**config.mk**
```make
export PLATFORM = sky130hd
export DESIGN_NAME = ea_gen
export DESIGN_NICKNAME = d
export VERILOG_FILES = /design/src/rtl/eag_pkg.sv /design/src/rtl/eag_decode.sv /design/src/rtl/eag_incr.sv /design/src/rtl/eag_seq.sv /design/src/rtl/ea_gen.sv
export SDC_FILE = /design/constraint.sdc
export NUM_CORES = 1
export LEC_CHECK = 0
export BUFFER_PORTS_ARGS = -buffer_cell sky130_fd_sc_hd__clkbuf_2
export CAP_MARGIN = 20
export CORE_MARGIN = 4
export CORE_UTILIZATION = 40
export CTS_BUF_LIST = sky130_fd_sc_hd__clkbuf_2 sky130_fd_sc_hd__clkbuf_4 sky130_fd_sc_hd__clkbuf_8
export DETAILED_ROUTE_END_ITERATION = 10
export MAX_ROUTING_LAYER = met4
export PLACE_DENSITY = 0.71
export SLEW_MARGIN = 20
export SYNTH_ARGS = -nofsm -noshare
export SYNTH_HDL_FRONTEND = slang
export SYNTH_SLANG_ARGS = --single-unit
```
**constraint.sdc**
```tcl
create_clock -name clk -period 4.67 [get_ports clk]
set_input_delay 0.467 -clock clk [delete_from_list [all_inputs] [get_ports clk]]
set_output_delay 0.467 -clock clk [all_outputs]
set_load 0.02 [all_outputs]
```
**src/rtl/eag_pkg.sv**
```systemverilog
package eag_pkg;

    typedef enum logic [1:0] {
        ST_IDLE  = 2'd0,
        ST_FETCH = 2'd1,
        ST_BUMP  = 2'd2,
        ST_DONE  = 2'd3
    } eag_state_t;

    localparam int OPC_W        = 3;
    localparam int LAST_MEM_OPC = 5;

endpackage

```
**src/rtl/eag_decode.sv**
```systemverilog
module eag_decode
    import eag_pkg::*;
#(
    parameter int W        = 12,
    parameter int OFF_W    = 7,
    parameter int WIN_BASE = 8,
    parameter int WIN_SIZE = 8
) (
    input  logic [W-1:0] instr,
    input  logic [W-1:0] pc,
    output logic         is_mem,
    output logic         indirect,
    output logic         in_window,
    output logic [W-1:0] dir_addr
);

    localparam int OPC_LSB = W - OPC_W;
    localparam int IND_BIT = OPC_LSB - 1;
    localparam int CUR_BIT = OPC_LSB - 2;
    localparam int WIN_LOG = $clog2(WIN_SIZE);
    localparam int TAG_W   = W - WIN_LOG;
    localparam logic [W-1:0]     PAGE_MASK = ~((W'(1) << OFF_W) - W'(1));
    localparam logic [TAG_W-1:0] WIN_TAG   = TAG_W'(WIN_BASE >> WIN_LOG);

    logic [OPC_W-1:0] opcode;
    logic [W-1:0]     page_base;

    always_comb begin
        opcode    = instr[W-1:OPC_LSB];
        is_mem    = (opcode <= OPC_W'(LAST_MEM_OPC));
        indirect  = instr[IND_BIT];
        page_base = instr[CUR_BIT] ? (pc & PAGE_MASK) : '0;
        dir_addr  = page_base | W'(instr[OFF_W-1:0]);
        in_window = (dir_addr[W-1:WIN_LOG] == WIN_TAG);
    end

endmodule

```
**src/rtl/eag_incr.sv**
```systemverilog
module eag_incr #(
    parameter int W = 12
) (
    input  logic [W-1:0] a,
    output logic [W-1:0] y
);

    always_comb begin
        y = a + W'(1);
    end

endmodule

```
**src/rtl/eag_seq.sv**
```systemverilog
module eag_seq
    import eag_pkg::*;
(
    input  logic clk,
    input  logic rst_n,
    input  logic start,
    input  logic is_mem,
    input  logic indirect,
    input  logic win_q,
    input  logic mem_valid,
    output logic mem_req,
    output logic mem_we,
    output logic done,
    output logic cap_cmd,
    output logic cap_ptr
);

    eag_state_t state_q;
    eag_state_t state_d;

    always_ff @(posedge clk) begin
        if (!rst_n) begin
            state_q <= ST_IDLE;
        end else begin
            state_q <= state_d;
        end
    end

    always_comb begin
        state_d = state_q;
        unique case (state_q)
            ST_IDLE: begin
                if (start) begin
                    if (is_mem && indirect) begin
                        state_d = ST_FETCH;
                    end else begin
                        state_d = ST_DONE;
                    end
                end
            end
            ST_FETCH: begin
                if (mem_valid) begin
                    state_d = win_q ? ST_BUMP : ST_DONE;
                end
            end
            ST_BUMP: begin
                if (mem_valid) begin
                    state_d = ST_DONE;
                end
            end
            ST_DONE: begin
                state_d = ST_IDLE;
            end
            default: begin
                state_d = ST_IDLE;
            end
        endcase
    end

    always_comb begin
        mem_req = 1'b0;
        mem_we  = 1'b0;
        done    = 1'b0;
        cap_cmd = 1'b0;
        cap_ptr = 1'b0;
        unique case (state_q)
            ST_IDLE:  cap_cmd = start;
            ST_FETCH: begin
                mem_req = 1'b1;
                cap_ptr = mem_valid;
            end
            ST_BUMP: begin
                mem_req = 1'b1;
                mem_we  = 1'b1;
            end
            ST_DONE:  done = 1'b1;
            default: ;
        endcase
    end

    a_r9_done_single: assert property (@(posedge clk) disable iff (!rst_n)
        done |=> !done);

    a_r9_done_quiet: assert property (@(posedge clk) disable iff (!rst_n)
        done |-> !mem_req);

    a_r1_nonmem_direct: assert property (@(posedge clk) disable iff (!rst_n)
        (state_q == ST_IDLE && start && !is_mem) |=> (done && !mem_req));

    a_r8_req_kept: assert property (@(posedge clk) disable iff (!rst_n)
        (mem_req && !mem_valid) |=> (mem_req && $stable(mem_we)));

    a_r10_busy_no_capture: assert property (@(posedge clk) disable iff (!rst_n)
        (state_q != ST_IDLE) |-> !cap_cmd);

endmodule

```
**src/rtl/ea_gen.sv**
```systemverilog
module ea_gen
    import eag_pkg::*;
#(
    parameter int W        = 12,
    parameter int OFF_W    = 7,
    parameter int WIN_BASE = 8,
    parameter int WIN_SIZE = 8
) (
    input  logic         clk,
    input  logic         rst_n,
    input  logic         start,
    input  logic [W-1:0] instr,
    input  logic [W-1:0] pc,
    output logic         mem_req,
    output logic         mem_we,
    output logic [W-1:0] mem_addr,
    output logic [W-1:0] mem_wdata,
    input  logic [W-1:0] mem_rdata,
    input  logic         mem_valid,
    output logic [W-1:0] ea,
    output logic         done
);

    localparam int WIN_LOG = $clog2(WIN_SIZE);
    localparam int TAG_W   = W - WIN_LOG;
    localparam logic [TAG_W-1:0] WIN_TAG = TAG_W'(WIN_BASE >> WIN_LOG);

    logic         is_mem;
    logic         indirect;
    logic         in_window;
    logic [W-1:0] dir_addr;
    logic [W-1:0] bumped;
    logic         cap_cmd;
    logic         cap_ptr;
    logic [W-1:0] ptr_q;
    logic         win_q;
    logic [W-1:0] ea_q;

    eag_decode #(
        .W        (W),
        .OFF_W    (OFF_W),
        .WIN_BASE (WIN_BASE),
        .WIN_SIZE (WIN_SIZE)
    ) u_decode (
        .instr     (instr),
        .pc        (pc),
        .is_mem    (is_mem),
        .indirect  (indirect),
        .in_window (in_window),
        .dir_addr  (dir_addr)
    );

    eag_incr #(
        .W (W)
    ) u_incr (
        .a (mem_rdata),
        .y (bumped)
    );

    eag_seq u_seq (
        .clk       (clk),
        .rst_n     (rst_n),
        .start     (start),
        .is_mem    (is_mem),
        .indirect  (indirect),
        .win_q     (win_q),
        .mem_valid (mem_valid),
        .mem_req   (mem_req),
        .mem_we    (mem_we),
        .done      (done),
        .cap_cmd   (cap_cmd),
        .cap_ptr   (cap_ptr)
    );

    // Command capture at acceptance, result capture at pointer return.
    always_ff @(posedge clk) begin
        if (!rst_n) begin
            ptr_q <= '0;
            win_q <= 1'b0;
            ea_q  <= '0;
        end else if (cap_cmd) begin
            ptr_q <= dir_addr;
            win_q <= in_window;
            ea_q  <= is_mem ? dir_addr : '0;
        end else if (cap_ptr) begin
            ea_q  <= win_q ? bumped : mem_rdata;
        end
    end

    always_comb begin
        mem_addr  = ptr_q;
        mem_wdata = ea_q;
        ea        = ea_q;
    end

    a_r8_addr_kept: assert property (@(posedge clk) disable iff (!rst_n)
        (mem_req && !mem_valid) |=> ($stable(mem_addr) && $stable(mem_wdata)));

    a_r5_write_in_window: assert property (@(posedge clk) disable iff (!rst_n)
        (mem_req && mem_we) |-> (mem_addr[W-1:WIN_LOG] == WIN_TAG));

    a_r5_writeback_value: assert property (@(posedge clk) disable iff (!rst_n)
        (mem_req && !mem_we && mem_valid && win_q)
            |=> (mem_req && mem_we && (mem_wdata == $past(mem_rdata) + W'(1))));

    a_r9_ea_held: assert property (@(posedge clk) disable iff (!rst_n)
        done |=> $stable(ea));

endmodule

```
==> key figures <==
Routing
  • Iteration count of the initial detailed-routing pass: 4
  • Average wire per standard cell: 14.3 um
  • Post-DRT Antenna Nets: 0
  • Met3 WL: 389 um
  • Met1 WL: 2.00 mm
  • Iter 0 DRT Violations: 56
  • Max layer used: met4
  • DR DRC count: 0
  • Met2 WL: 1.75 mm
  • Routed wire length: 4.21 mm
  • Vias: 1581
  • Vias/cell: 5.38

STA
  • Slew margin rel.: 33.4%
  • Worst-Margin Slew: 996 ps
  • Fin. Hold Viols: 0
  • TNS Setup: 0 ps
  • Fin crit share: 55.5%
  • Count of pins over their slew limit: 0
  • Setup Skew: 5.86 ps
  • Final min period: 2590 ps
  • Final setup viols: 0
  • RSZ-0062 raised after global routing: false
  • Fmax: 386 MHz

Floorplanning
  • Core ar.: 0.00374 sq mm
  • Die height: 71.0 um
  • Die X-Extent: 71.0 um
  • Die area: 0.00503 sq mm
  • Initial core utilization: 42.3%
  • Top-level port count: 79
  • FP Rows: 22

Critical path
  • Crit path arrival time: 2760 ps
  • CP endpoint kind: flip-flop
  • Critical Path Source Type: flip-flop
  • Crit path max fanout: 31
  • Setup CP Type: flip-flop to flip-flop
  • Crit path required time: 4840 ps

Layout
  • Area grow syn2layout: 20.3%
  • Final Util: 50.9%
  • Fin cells: 294
  • Reg area: 541 sq um
  • FILL cells: 383
  • Ant diodes: 0
  • Final #Nets: 293
  • Multi-input gate area: 892 sq um
  • Share of cells above drive strength 1: 33.3%

Synthesis
  • Asr flop ratio synth: 0%
  • Synth top area cells: dfxtp_1 34%, nand2_1 6.9%, a21boi_0 6.2%, buf_4 6.2%, ha_1 4.7%
  • Seq cells post-synth: 27
  • Main flop type after synthesis: dfxtp_1
  • Sequential share of the synthesized area: 34.1%
  • Syn Area/Cell: 8.13 sq um
  • Cell taking the most area after synthesis: dfxtp_1
  • Area share of the largest cell type after synthesis: 34.1%
  • Cell area after synthesis: 0.00159 sq mm
  • Count leader, synth: nand2_1
  • Synth top cells by count: 29 x nand2_1, 27 x dfxtp_1, 13 x a21boi_0, 13 x buf_4
  • Post-Synthesis Net Count: 241
  • Distinct cells, synth: 44
  • Mapped Cells: 195
  • Synth warnings: 0
  • EDFF count, synth: 0

Flow run
  • Max-Cap Viols: 0

Clocking
  • Post-CTS Setup Inserts: 0
  • Clk sinks: 27
  • Clock slew seen by the registers of the worst setup and hold paths: 90 ps
  • H-tree Lvls: 1
  • Post-CTS resize count: 0
  • Hold Buf Count CTS: 0
  • Total CTS buffers: 3
  • CTS root buf: clkbuf_8
  • Clock Path Buffers: 2
  • CTS tree: yes
  • Insertion delay to the later sink of the worst-skew pair: 270 ps

Power
  • Pint: 0.525 mW
  • Sw power: 0.454 mW
  • Tot Pwr: 0.979 mW
  • P_leak: 0.845 nW
  • P per Cell Area: 513 mW/mm^2
  • Combinational power share: 52.1%
  • Sw Ratio: 46.4%
  • VDD IR-drop max: 0.243 mV
  • Clock power share: 14.1%
  • Sequential power share: 33.8%

Worst hold path
  • Hold crit path type: input port to flip-flop

Global routing
  • Initial antenna violation count: 0
  • Vias in the first global route: 1476
  • Largest net degree at the start of global routing: 32
  • Grt ovf: 0
  • First-pass GRT wire length: 6.99 mm
  • Gr usage total: 17.7%

Placed design
  • Port buffer count: 70
  • RePlAce Congestion: 0.800
  • Dpl cells: 290
  • Final HPWL DP: 3.15 mm

Outcome
  • Status: finished, final reports clean
through the flow:
| stage | hold slack (ps) | instance area [sq um] | setup slack (ps) |
|---|---|---|---|
| 3_3_place_gp | 455 | 1860 | 2110 |
| 4_1_cts | 437 | 1910 | 2090 |
| 5_1_grt | 456 | 1910 | 1750 |
| 6_report | 440 | 1910 | 2080 |
| 3_5_place_dp | 461 | 1860 | 2100 |
| 2_1_floorplan | 486 | 1590 | 3080 |
registers in the layout, summed over array words and instances, names as in the netlist:
name	cells
mem_addr	12
ea	12
win_q	1
u_seq.state_q	2
placed cells by master, fill, tap and decap left out, drive strengths merged, types with 2 or more instances in the layout:
cell     n
and2     2
a221oi   4
mux2     2
o21a     2
nand4    2
nor2    10
nor3b    3
nand2   30
ha       6
inv      4
a21oi    7
a31oi    7
xor2     4
o21ai   11
xnor2    3
nor3     4
clkbuf  74
nor2b    2
a21boi  13
a211oi   3
dfxtp   27
nand3   11
or4      2
final cells by class:
type                    instances  area share, %
clock buffers                   4           2.56
well taps                      48           3.15
multi-input cells             141           46.8
flip-flops and latches         27           28.3
repair buffers                 70           18.4
inverters                       4          0.787
critical path: stages (launching register included):
cell and delay [ps]:
dfxtp_1 410, inv_1 110, ha_1 240, nand2_1 730, nand2_1 540, o2111ai_1 380, o21ai_2 80
cells by family after synthesis:
logic type      after synthesis  share of synthesized area [%]
compound gates               53                           22.8
xor+xnor                      7                           3.87
fa+ha+maj                     6                           4.74
buf+inv                      27                           9.63
flops                        27                           34.1
mux                           3                           2.05
simple gates                 72                           22.8
final timing paths:
check	startpoint	end	slack [ps]	depth (start not counted)
max	u_seq.state_q[0]	ea[10]	2080	6
min	instr[2]	mem_addr[2]	440	3
max reg2reg	u_seq.state_q[0]	ea[10]	2080	6
min reg2reg	mem_addr[6]	mem_addr[6]	470	2
power groups by stage:
stage | logic (mW) | clock network (mW) | registers, mW
3_5_place_dp | 0.510 | 0 | 0.336
4_1_cts | 0.513 | 0.144 | 0.330
6_report | 0.510 | 0.138 | 0.331
3_3_place_gp | 0.506 | 0 | 0.334
5_1_grt | 0.562 | 0.155 | 0.341
2_1_floorplan | 0.345 | 0 | 0.389
per-layer routing:
layer  up-vias  track usage, %
met3         8            4.55
met4         0            5.22
met5         -               -
met2        72            24.7
li1        788               -
met1       713            25.0
Note: power is estimated with default switching activity, not from simulation.
